[src/rtl/tmr13_pkg.sv]
package tmr13_pkg;
  localparam int NUM_TMR = 2;
  localparam int BYTE_W  = 8;
  localparam int HI_W    = 8;
  localparam int PRE_W   = 5;
  localparam int ADDR_W  = 3;
  localparam int CNT_W   = HI_W + PRE_W;
  localparam int FLAG_OFS = 4;

  localparam logic [ADDR_W-1:0] A_MODE = 3'd0;
  localparam logic [ADDR_W-1:0] A_CTRL = 3'd1;

  function automatic logic [ADDR_W-1:0] lo_addr(input int idx);
    return ADDR_W'(2 + 2 * idx);
  endfunction

  function automatic logic [ADDR_W-1:0] hi_addr(input int idx);
    return ADDR_W'(3 + 2 * idx);
  endfunction

  function automatic int gate_bit(input int idx);
    return 4 * idx + 3;
  endfunction

  function automatic int sel_bit(input int idx);
    return 4 * idx + 2;
  endfunction
endpackage

[src/rtl/tmr13_sync.sv]
module tmr13_sync #(
  parameter int W = 2
) (
  input  logic         clk,
  input  logic         rst_n,
  input  logic [W-1:0] d_i,
  output logic [W-1:0] q_o
);
  logic [W-1:0] meta_q;

  always_ff @(posedge clk or negedge rst_n) begin
    if (!rst_n) begin
      meta_q <= '0;
      q_o    <= '0;
    end else begin
      meta_q <= d_i;
      q_o    <= meta_q;
    end
  end
endmodule

[src/rtl/tmr13_unit.sv]
module tmr13_unit #(
  parameter int BYTE_W = 8,
  parameter int HI_W   = 8,
  parameter int PRE_W  = 5
) (
  input  logic              clk,
  input  logic              rst_n,
  input  logic              run_i,
  input  logic              gate_en_i,
  input  logic              src_pin_i,
  input  logic              gate_s_i,
  input  logic              cnt_s_i,
  input  logic              tick_i,
  input  logic              wr_lo_i,
  input  logic              wr_hi_i,
  input  logic [BYTE_W-1:0] wdata_i,
  output logic [BYTE_W-1:0] lo_o,
  output logic [HI_W-1:0]   hi_o,
  output logic              inc_o,
  output logic              ovf_o
);
  logic              cnt_d_q;
  logic              fall_w;
  logic              allow_w;
  logic              tick_w;
  logic              inc_w;
  logic [PRE_W-1:0]  pre_w;

  always_ff @(posedge clk or negedge rst_n) begin
    if (!rst_n) cnt_d_q <= 1'b0;
    else        cnt_d_q <= cnt_s_i;
  end

  assign fall_w  = cnt_d_q & ~cnt_s_i;
  assign allow_w = run_i & (~gate_en_i | gate_s_i);
  assign tick_w  = src_pin_i ? fall_w : tick_i;
  assign inc_w   = allow_w & tick_w & ~(wr_lo_i | wr_hi_i);
  assign pre_w   = lo_o[PRE_W-1:0];

  always_ff @(posedge clk or negedge rst_n) begin
    if (!rst_n) begin
      lo_o <= '0;
      hi_o <= '0;
    end else begin
      if (wr_lo_i)    lo_o <= wdata_i;
      else if (inc_w) lo_o[PRE_W-1:0] <= pre_w + 1'b1;
      if (wr_hi_i)    hi_o <= wdata_i[HI_W-1:0];
      else if (inc_w && (&pre_w)) hi_o <= hi_o + 1'b1;
    end
  end

  assign inc_o = inc_w;
  assign ovf_o = inc_w & (&pre_w) & (&hi_o);
endmodule

[src/rtl/tmr13_pair.sv]
module tmr13_pair
  import tmr13_pkg::*;
(
  input  logic              clk,
  input  logic              rst_n,
  input  logic              tick_i,
  input  logic [NUM_TMR-1:0] gate_pin_i,
  input  logic [NUM_TMR-1:0] cnt_pin_i,
  input  logic [NUM_TMR-1:0] irq_ack_i,
  input  logic              wr_en_i,
  input  logic [ADDR_W-1:0] addr_i,
  input  logic [BYTE_W-1:0] wdata_i,
  output logic [BYTE_W-1:0] rdata_o,
  output logic [NUM_TMR-1:0] irq_o
);
  logic [BYTE_W-1:0]  mode_q;
  logic [NUM_TMR-1:0] run_q;
  logic [NUM_TMR-1:0] flag_q;
  logic [NUM_TMR-1:0] gate_s_w;
  logic [NUM_TMR-1:0] cnt_s_w;
  logic [NUM_TMR-1:0] ovf_w;
  logic [NUM_TMR-1:0] eff_inc_w;
  logic [NUM_TMR-1:0] wr_cnt_w;
  logic [NUM_TMR-1:0][CNT_W-1:0] cnt_w;
  logic [BYTE_W-1:0]  lo_w [NUM_TMR];
  logic [HI_W-1:0]    hi_w [NUM_TMR];
  logic               wr_ctrl_w;
  logic [BYTE_W-1:0]  ctrl_w;

  assign wr_ctrl_w = wr_en_i && (addr_i == A_CTRL);

  tmr13_sync #(.W(2 * NUM_TMR)) u_sync (
    .clk   (clk),
    .rst_n (rst_n),
    .d_i   ({cnt_pin_i, gate_pin_i}),
    .q_o   ({cnt_s_w, gate_s_w})
  );

  always_ff @(posedge clk or negedge rst_n) begin
    if (!rst_n) mode_q <= '0;
    else if (wr_en_i && addr_i == A_MODE) mode_q <= wdata_i;
  end

  for (genvar i = 0; i < NUM_TMR; i++) begin : g_tmr
    logic wr_lo_w;
    logic wr_hi_w;
    assign wr_lo_w     = wr_en_i && (addr_i == lo_addr(i));
    assign wr_hi_w     = wr_en_i && (addr_i == hi_addr(i));
    assign wr_cnt_w[i] = wr_lo_w | wr_hi_w;

    tmr13_unit #(.BYTE_W(BYTE_W), .HI_W(HI_W), .PRE_W(PRE_W)) u_unit (
      .clk       (clk),
      .rst_n     (rst_n),
      .run_i     (run_q[i]),
      .gate_en_i (mode_q[gate_bit(i)]),
      .src_pin_i (mode_q[sel_bit(i)]),
      .gate_s_i  (gate_s_w[i]),
      .cnt_s_i   (cnt_s_w[i]),
      .tick_i    (tick_i),
      .wr_lo_i   (wr_lo_w),
      .wr_hi_i   (wr_hi_w),
      .wdata_i   (wdata_i),
      .lo_o      (lo_w[i]),
      .hi_o      (hi_w[i]),
      .inc_o     (eff_inc_w[i]),
      .ovf_o     (ovf_w[i])
    );

    assign cnt_w[i] = {hi_w[i], lo_w[i][PRE_W-1:0]};

    always_ff @(posedge clk or negedge rst_n) begin
      if (!rst_n) begin
        run_q[i]  <= 1'b0;
        flag_q[i] <= 1'b0;
      end else begin
        if (wr_ctrl_w) run_q[i] <= wdata_i[i];
        flag_q[i] <= ovf_w[i] |
                     (wr_ctrl_w ? wdata_i[FLAG_OFS + i] : (flag_q[i] & ~irq_ack_i[i]));
      end
    end
  end

  always_comb begin
    ctrl_w = '0;
    for (int i = 0; i < NUM_TMR; i++) begin
      ctrl_w[i]            = run_q[i];
      ctrl_w[FLAG_OFS + i] = flag_q[i];
    end
  end

  always_comb begin
    rdata_o = '0;
    if (addr_i == A_MODE) rdata_o = mode_q;
    if (addr_i == A_CTRL) rdata_o = ctrl_w;
    for (int i = 0; i < NUM_TMR; i++) begin
      if (addr_i == lo_addr(i)) rdata_o = lo_w[i];
      if (addr_i == hi_addr(i)) rdata_o = BYTE_W'(hi_w[i]);
    end
  end

  assign irq_o = flag_q;
endmodule

[config.mk]
export PLATFORM = sky130hd
export DESIGN_NAME = tmr13_pair
export DESIGN_NICKNAME = d
export VERILOG_FILES = /design/src/rtl/tmr13_pkg.sv /design/src/rtl/tmr13_sync.sv /design/src/rtl/tmr13_unit.sv /design/src/rtl/tmr13_pair.sv
export SDC_FILE = /design/constraint.sdc
export NUM_CORES = 1
export LEC_CHECK = 0
export BUFFER_PORTS_ARGS = -buffer_cell sky130_fd_sc_hd__buf_2
export CAP_MARGIN = 15
export CORE_MARGIN = 2
export CORE_UTILIZATION = 45
export DETAILED_ROUTE_END_ITERATION = 10
export GPL_TIMING_DRIVEN = 0
export PLACE_DENSITY = 0.75
export SYNTH_ARGS = -nofsm -noshare
export SYNTH_HDL_FRONTEND = slang
export SYNTH_SLANG_ARGS = --single-unit
[constraint.sdc]
create_clock -name clk -period 4.9 [get_ports clk]
set_input_delay 0.245 -clock clk [delete_from_list [all_inputs] [get_ports clk]]
set_output_delay 0.245 -clock clk [all_outputs]
set_load 0.01 [all_outputs]
==> results of run 1 <==
-- power by group --
group          switching [uW]  internal (uW)  total (uW)
sequential                109            548         657
combinational             164            172         337
clock                     158            104         261
total                     431            824        1250
-- state kept, by name (all words and copies together) (netlist names) --
signal,cells
g_tmr.u_unit.cnt_d_q,2
mode_q,8
irq_o,2
g_tmr.u_unit.lo_o,16
u_sync.q_o,4
g_tmr.u_unit.hi_o,16
ctrl_w,2
u_sync.meta_q,4
-- through the flow --
step	area, um^2	hold slack (ps)	setup slack [ps]
4_1_cts	3214	16.07	2938
3_3_place_gp	3089	332.6	2932
5_1_grt	3214	1.234	2812
6_report	3214	22.29	2931
3_5_place_dp	3109	208.6	2929
2_1_floorplan	2853	-50.59	3075
-- Yosys cell counts, types with 3 or more instances --
cell type / number / area (um^2)
o21ai_0: 13 / 65.06
nand2b_1: 4 / 25.02
o22ai_1: 7 / 43.79
nand3_1: 5 / 25.02
a31oi_1: 3 / 18.77
clkbuf_1: 8 / 30.03
o221ai_1: 3 / 26.28
xnor2_1: 4 / 35.03
ha_1: 6 / 75.07
and2_1: 5 / 31.28
nand2_1: 31 / 116.4
xor2_1: 12 / 105.1
a21oi_1: 10 / 50.05
mux2i_1: 15 / 150.1
and3_1: 6 / 37.54
mux2_2: 19 / 214.0
nand4_1: 10 / 62.56
buf_2: 3 / 15.01
dfrtp_1: 54 / 1351
a22oi_1: 4 / 30.03
nor2_1: 20 / 75.07
-- path summary, 6_finish.rpt --
path / from / endpoint / slack (ps) / cells past startpoint
max in group asynchronous: rst_n / g_tmr[1].u_unit.hi_o[0]$_DFFE_PN0P_ / 3980 / 3
min: cnt_pin_i[0] / u_sync.meta_q[2]$_DFF_PN0_ / 20 / 1
max: addr_i[0] / rdata_o[4] / 2930 / 6
max reg2reg: g_tmr[1].u_unit.lo_o[0]$_DFFE_PN0P_ / g_tmr[1].u_unit.hi_o[4]$_DFFE_PN0P_ / 2940 / 7
min reg2reg: u_sync.meta_q[2]$_DFF_PN0_ / u_sync.q_o[2]$_DFF_PN0_ / 360 / 0
min in group asynchronous: rst_n / g_tmr[0].u_unit.hi_o[0]$_DFFE_PN0P_ / 380 / 2
-- cell usage in the layout, fill, tap and decap left out, types with 6 or more instances in the layout --
master / n
o21ai_0: 13
and3_1: 6
dfrtp_1: 54
a21oi_1: 10
mux2_2: 19
o22ai_1: 7
mux2i_1: 15
nor2_1: 20
nand2_1: 31
xor2_1: 12
ha_1: 6
nand4_1: 10
buf_2: 31
clkbuf_1: 8
-- layer usage --
layer	track usage	share of wire	vias up	wire, um
li1	-	-	1058	-
met1	0.2494	0.45	1107	2883
met2	0.3345	0.51	37	3273
met3	0.03660	0.031	9	198
met4	0.05279	0.011	0	68
met5	0	0	-	0
-- final cells by class --
class	count	share of cell area
Timing Repair Buffer	30	0.05294
Clock inverter	3	0.008174
Inverter	2	0.002336
Clock buffer	5	0.02141
Multi-Input combinational cell	202	0.4473
Buffer	13	0.01752
Tap cell	77	0.02997
Sequential cell	54	0.4204
-- critical path, cell delays in order --
cell	delay [ps]
clkbuf_1	240
buf_2	330
buf_2	340
mux2i_1	240
o221ai_1	150
buf_2	180
-- what timing repair did --
item	CTS	global route
hold buffers	1	0
setup buffers	0	0
hold endpoints to repair	17	0
-- cell families after synthesis --
group / share of synthesized area
flops: 0.4737
fa+ha+maj: 0.02632
simple gates: 0.1667
xor+xnor: 0.04912
mux: 0.1355
buf+inv: 0.02237
compound gates: 0.1263
==> qor.log, run 1 <==
INFO  yosys          post_synth_instance_area=2853um^2
INFO  clock_tree     clock_latency=320ps
INFO  global_route   grt_first_pass_wirelength=10780um
INFO  sta            max_clock_freq=507.9MHz
INFO  sta            timing.final.crit_period=1969ps
INFO  worst_setup_path crit_fanout=10
INFO  worst_setup_path cp_data_arrival_time=1720ps
INFO  final_layout   layout.area.seq=1351um^2
INFO  yosys          synth.net_count=298
INFO  floorplanning  initial_utilization=0.4571
INFO  place          routability_congestion_estimate=0.8868
INFO  clock_tree     cts.clk_slew.worst_paths=110ps
INFO  sta            min_period_over_period=0.4018
INFO  global_route   grt_remaining_overflow=0
INFO  final_layout   fraction_of_final_layout_cells_sized_beyond_drive_strength_1=0.2265
INFO  route          routed-via-count=2211
INFO  hold_path      worst_hold_check_path_type=in -> reg
INFO  clock_tree     cts_root_buf=clkbuf_8
INFO  final_layout   synthToLayoutAreaGrowth=12.68%
INFO  final_layout   layout.cells.non_filler=386
INFO  final_layout   diodes=0
INFO  place          number_of_input_and_output_port_buffers_inserted=28
INFO  global_route   vias_in_the_first_global_route=2252
INFO  clock_tree     cts_sinks=54
INFO  power_and_ir_drop total_leakage_power=0.001405uW
INFO  worst_setup_path worst-endpoint-required=4660ps
INFO  yosys          yosysSeqAreaShare=0.4737
INFO  clock_tree     cts_repair_resize_count=0
INFO  yosys          postSynthCellCount=271
INFO  sta            setup_viol=0
INFO  worst_setup_path critical_path.startpoint_type=input pin
INFO  global_route   grt_start_max_net_pins=38
INFO  floorplanning  ioPinCount=31
INFO  final_layout   layout.core_utilization=0.5150
INFO  route          routed_wirelength=6423um
INFO  yosys          synth_enable_flop_cells=0
INFO  power_and_ir_drop power.density=390.4nW/um^2
INFO  final_layout   multi_input_comb_area=1438um^2
INFO  sta            fin_worst_skew=6.659ps
INFO  run            maxcap_violations=0
INFO  yosys          synth_unique_cells=45
INFO  yosys          ys_warn_count=0
INFO  yosys          synth-main-ff-cell=dfrtp_1
INFO  floorplanning  die_h=83.62um
INFO  place          dp.final_hpwl=4916um
INFO  yosys          ys_async_sr_fraction=1.000
INFO  route          final_antenna_net_count=0
INFO  route          detailedRoute.firstIterationViolations=102
INFO  clock_tree     clock_tree.htree_level_count=2
INFO  sta            slew_headroom=0.3491
INFO  route          route.detailed.drc=0
INFO  final_layout   num-fill-cells=588
INFO  clock_tree     cts_buffer_depth=2
INFO  global_route   grt_usage=0.1937
INFO  worst_setup_path crit_path_end_kind=output port
INFO  power_and_ir_drop max-vdd-ir-drop=0.2413mV
INFO  global_route   antenna_violations_before_repair=0
INFO  sta            worstMarginPinSlew=969.0ps
INFO  floorplanning  core_area=6241um^2
INFO  route          number_of_search_and_repair_iterations_in_the_first_detailed_routing_pass=5
INFO  clock_tree     numCtsBuffers=5
INFO  yosys          avgSynthCellArea=10.53um^2
INFO  route          wire_per_inst=16.64um
INFO  route          via_per_inst=5.728
INFO  floorplanning  die_area=6992um^2
INFO  outcome        status=complete, no violations
INFO  final_layout   design.final.nets=335
INFO  yosys          synth.ff_latch_count=54
INFO  sta            finalHoldViolCount=0
INFO  floorplanning  die_width=83.62um
INFO  floorplanning  std_cell_rows=29
INFO  clock_tree     cts_tree=done
INFO  power_and_ir_drop power.total=1255uW
INFO  sta            post_route_setup_tns=0ps
INFO  sta            rsz0062_at_grt=no
INFO  worst_setup_path criticalPathCategory=in -> out
INFO  sta            timing_max_transition_violations_final=0
INFO  place          dp.cells=377
Note: power is estimated with default switching activity, not from simulation.
==> run 2, diff against run 1 <==
Settings changed: ABC_AREA set to 1, PLACE_DENSITY 0.75 to 0.74.
Clock period 4.9 ns to 1.9 ns, I/O delays scaled along.
==> run 2 against run 1 <==
  * Critical path depth up 2
  * Clock skew up 4.3 ps
  * Synthesized cell count up 61%
  * Largest power group unchanged
  * Count of clock-buffer cells in the layout unchanged
  * Clock power rose to 2.6 times the previous value
  * Critical path type is now reg -> reg
  * Global-route usage up 2.9 points
  * Non-clock buffer count up 2
  * Area after synthesis up 10%
  * Cell count up 49%
  * Wire length up 22%
  * Register-to-register slack worse by 2700 ps
  * Critical endpoint is now g_tmr[0].u_unit.hi_o[6]$_DFFE_PN0P_
  * Flip-flop and latch count unchanged
==> qor.log, run 2 <==
INFO  clock_tree     cts.clk_slew.worst_paths=110ps [about the same]
INFO  sta            timing_max_transition_violations_final=0 [unchanged]
INFO  sta            finalHoldViolCount=0 [unchanged]
INFO  route          routed_wirelength=7838um [was 6423 um]
INFO  final_layout   largest_registers=g_tmr.u_unit.hi_o (16), g_tmr.u_unit.lo_o (16), mode_q (8) [unchanged]
INFO  final_layout   num-fill-cells=669 [was 588]
INFO  route          final_antenna_net_count=0 [unchanged]
INFO  final_layout   design.final.nets=505 [was 335]
INFO  global_route   grt_first_pass_wirelength=13200um [was 10780 um]
INFO  clock_tree     clock_latency=320ps [about the same]
INFO  clock_tree     cts_root_buf=clkbuf_8 [unchanged]
INFO  route          via_per_inst=5.151 [was 5.728]
INFO  route          routed-via-count=2962 [was 2211]
INFO  global_route   grt_remaining_overflow=0 [unchanged]
INFO  yosys          synth_top_area_share=0.4293 [was 0.4737]
INFO  global_route   vias_in_the_first_global_route=2622 [was 2252]
INFO  worst_setup_path crit_chain=ha_1, nand2_1, nor2_1, ha_1, nand4_2, nand2_4, nand2_1, nand2_1 [was clkbuf_1, buf_2, buf_2, mux2i_1, o221ai_1, buf_2]
INFO  sta            max_clock_freq=590.6MHz
INFO  yosys          synth.top_cells.by_count=173 x nand2_1, 54 x dfrtp_1, 48 x nand3_1 [was 54 x dfrtp_1, 31 x nand2_1, 20 x nor2_1]
INFO  clock_tree     cts_buffer_depth=2 [unchanged]
INFO  worst_setup_path critical-path-top-cell-by-count=nand2_1 [was buf_2]
INFO  yosys          synth_unique_cells=30 [was 45]
INFO  floorplanning  ioPinCount=31 [unchanged]
INFO  sta            setup_viol=0 [unchanged]
INFO  run            maxcap_violations=0 [unchanged]
INFO  floorplanning  die_width=87.64um [was 83.62 um]
INFO  place          routability_congestion_estimate=0.8797 [was 0.8868]
INFO  final_layout   multi_input_comb_area=1588um^2 [was 1438 um^2]
INFO  outcome        status=complete, no violations [unchanged]
INFO  worst_setup_path worst-endpoint-required=2160ps [was 4660 ps]
INFO  worst_setup_path slowest_delay=430ps [was 340 ps]
INFO  route          number_of_search_and_repair_iterations_in_the_first_detailed_routing_pass=5 [unchanged]
INFO  worst_setup_path slowest_stage=dfrtp_1 [was buf_2]
INFO  route          route.detailed.drc=0 [unchanged]
INFO  sta            fin_worst_skew=10.93ps [was 6.659 ps]
INFO  power_and_ir_drop total_leakage_power=0.001888uW [was 0.001405 uW]
INFO  yosys          synth.net_count=463 [was 298]
INFO  worst_setup_path cp_data_arrival_time=1950ps [was 1720 ps]
INFO  yosys          synth.ff_latch_count=54 [unchanged]
INFO  clock_tree     cts_tree=done [unchanged]
INFO  floorplanning  initial_utilization=0.4634 [was 0.4571]
INFO  worst_setup_path crit_path_end_kind=register [was output port]
INFO  power_and_ir_drop power.total=3363uW [was 1255 uW]
INFO  sta            timing.final.crit_period=1693ps
INFO  final_layout   final_cell_mix=173 x nand2_1, 54 x dfrtp_1, 48 x nand3_1 [was 54 x dfrtp_1, 31 x buf_2, 31 x nand2_1]
INFO  final_layout   layout.core_utilization=0.5267 [was 0.5150]
INFO  final_layout   layout.area.seq=1351um^2 [unchanged]
INFO  final_layout   fraction_of_final_layout_cells_sized_beyond_drive_strength_1=0.1399 [was 0.2265]
INFO  yosys          postSynthCellCount=436 [was 271]
INFO  worst_setup_path crit_fanout=10 [unchanged]
INFO  sta            post_route_setup_tns=0ps [unchanged]
INFO  clock_tree     clock_tree.htree_level_count=2 [unchanged]
INFO  global_route   antenna_violations_before_repair=0 [unchanged]
INFO  power_and_ir_drop power.density=939.8nW/um^2 [was 390.4 nW/um^2]
INFO  route          wire_per_inst=13.63um [was 16.64 um]
INFO  place          dp.cells=562 [was 377]
INFO  worst_setup_path worst-path-buf-inv=0 [was 4]
INFO  sta            rsz0062_at_grt=no [unchanged]
INFO  yosys          ys_async_sr_fraction=1.000 [unchanged]
INFO  final_layout   layout.cells.non_filler=575 [was 386]
INFO  global_route   grt_start_max_net_pins=34 [was 38]
INFO  power_and_ir_drop max-vdd-ir-drop=0.3674mV [was 0.2413 mV]
INFO  clock_tree     cts_sinks=54 [unchanged]
INFO  hold_path      worst_hold_check_path_type=in -> reg [unchanged]
INFO  clock_tree     post_cts_buffers=0 [unchanged]
INFO  final_layout   diodes=0 [unchanged]
INFO  sta            min_period_over_period=0.8912
INFO  floorplanning  std_cell_rows=30 [was 29]
INFO  yosys          synth_enable_flop_cells=0 [unchanged]
INFO  sta            whs=6.325ps [was 22.29 ps]
INFO  sta            worstMarginPinSlew=563.5ps [was 969.0 ps]
INFO  global_route   grt_usage=0.2226 [was 0.1937]
INFO  floorplanning  core_area=6794um^2 [was 6241 um^2]
INFO  worst_setup_path critical_path.startpoint_type=register [was input pin]
INFO  place          dp.final_hpwl=5891um [was 4916 um]
INFO  worst_setup_path criticalPathCategory=reg -> reg [was in -> out]
INFO  floorplanning  die_h=87.64um [was 83.62 um]
INFO  route          detailedRoute.firstIterationViolations=232 [was 102]
INFO  final_layout   synthToLayoutAreaGrowth=13.67% [was 12.68%]
INFO  yosys          synth_most_common_cell=nand2_1 [was dfrtp_1]
INFO  final_layout   layout_commonest_cell=nand2_1 [was dfrtp_1]
INFO  floorplanning  die_area=7681um^2 [was 6992 um^2]
INFO  yosys          synthDominantAreaCellType=dfrtp_1 [unchanged]
INFO  yosys          yosysSeqAreaShare=0.4293 [was 0.4737]
INFO  yosys          post_synth_instance_area=3148um^2 [was 2853 um^2]
INFO  yosys          synth-main-ff-cell=dfrtp_1 [unchanged]
INFO  clock_tree     numCtsBuffers=5 [unchanged]
INFO  yosys          synth.top_cells.by_area=dfrtp_1 43%, nand2_1 21%, nand3_1 7.6% [was dfrtp_1 47%, mux2_2 7.5%, mux2i_1 5.3%]
INFO  worst_setup_path top_family_by_delay_on_critical_path=simple AND/OR/NAND/NOR gates [was buffers and inverters]
INFO  yosys          avgSynthCellArea=7.220um^2 [was 10.53 um^2]
INFO  place          number_of_input_and_output_port_buffers_inserted=29 [was 28]
INFO  sta            slew_headroom=0.6243 [was 0.3491]
INFO  yosys          ys_warn_count=0 [unchanged]
-- run 2: layout make-up --
type	instances	area share
buffer	10	0.01573
clock buffer	5	0.01923
clock inverter	3	0.005944
inverter	42	0.04406
multi-input combinational	330	0.4437
sequential	54	0.3776
tap	96	0.03357
timing repair buffer	35	0.06014
-- run 2: stage by stage --
stage               setup slack [ps]  cell area (um^2)
floorplan                      497.5              3148
detailed placement             205.8              3433
finish                         206.7              3578
global route                   24.01              3578
CTS                            177.0              3573
global placement               232.6              3413
-- run 2: worst register-to-register path, stage by stage, from the launching register on --
cell	delay, ps
dfrtp_1	430
ha_1	210
nand2_1	60
nor2_1	100
ha_1	160
nand4_2	300
nand2_4	230
nand2_1	80
nand2_1	50
-- run 2: repair_timing --
action                                  in CTS  in global routing
endpoints found under the setup margin       0                  6
hold buffers                                 5                  0
endpoints found under the hold margin       25                  0
resized for setup                            0                  1
-- run 2: logic make-up (layout without fill, tap and decap cells) --
kind of cell	Yosys count	count (layout)	synth area share
and+or+nand+nor	262	262	0.3724
AOI/OAI and AO/OA	56	56	0.08982
DFF	54	54	0.4293
buffers and inverters	52	95	0.06797
adders and majority gates	6	6	0.02385
xor gates and xnor gates	6	6	0.01669
-- run 2: where the power goes --
group / internal [uW] / switching [uW] / total [uW]
Combinational: 425 / 576 / 1000
Sequential: 1400 / 289 / 1690
Clock: 260 / 410 / 670
-- run 2: per-layer routing --
layer	wire (um)	vias up	track usage
met3	358	8	0.03770
met4	73	0	0.05035
met2	3690	73	0.3437
met5	0	-	0
met1	3717	1396	0.3286
li1	-	1485	-
-- run 2: worst paths after layout --
path | startpoint | to | slack, ps | depth (start not counted)
worst max register to register | g_tmr[0].u_unit.lo_o[1]$_DFFE_PN0P_ | g_tmr[0].u_unit.hi_o[6]$_DFFE_PN0P_ | 210 | 8
min in group asynchronous | rst_n | g_tmr[0].u_unit.lo_o[2]$_DFFE_PN0P_ | 280 | 2
max in group asynchronous | rst_n | u_sync.q_o[1]$_DFF_PN0_ | 1050 | 3
worst min-delay path | wdata_i[2] | g_tmr[0].u_unit.lo_o[2]$_DFFE_PN0P_ | 6 | 3
worst max-delay path | g_tmr[0].u_unit.lo_o[1]$_DFFE_PN0P_ | g_tmr[0].u_unit.hi_o[6]$_DFFE_PN0P_ | 210 | 8
worst min register to register | u_sync.meta_q[0]$_DFF_PN0_ | u_sync.q_o[0]$_DFF_PN0_ | 350 | 0
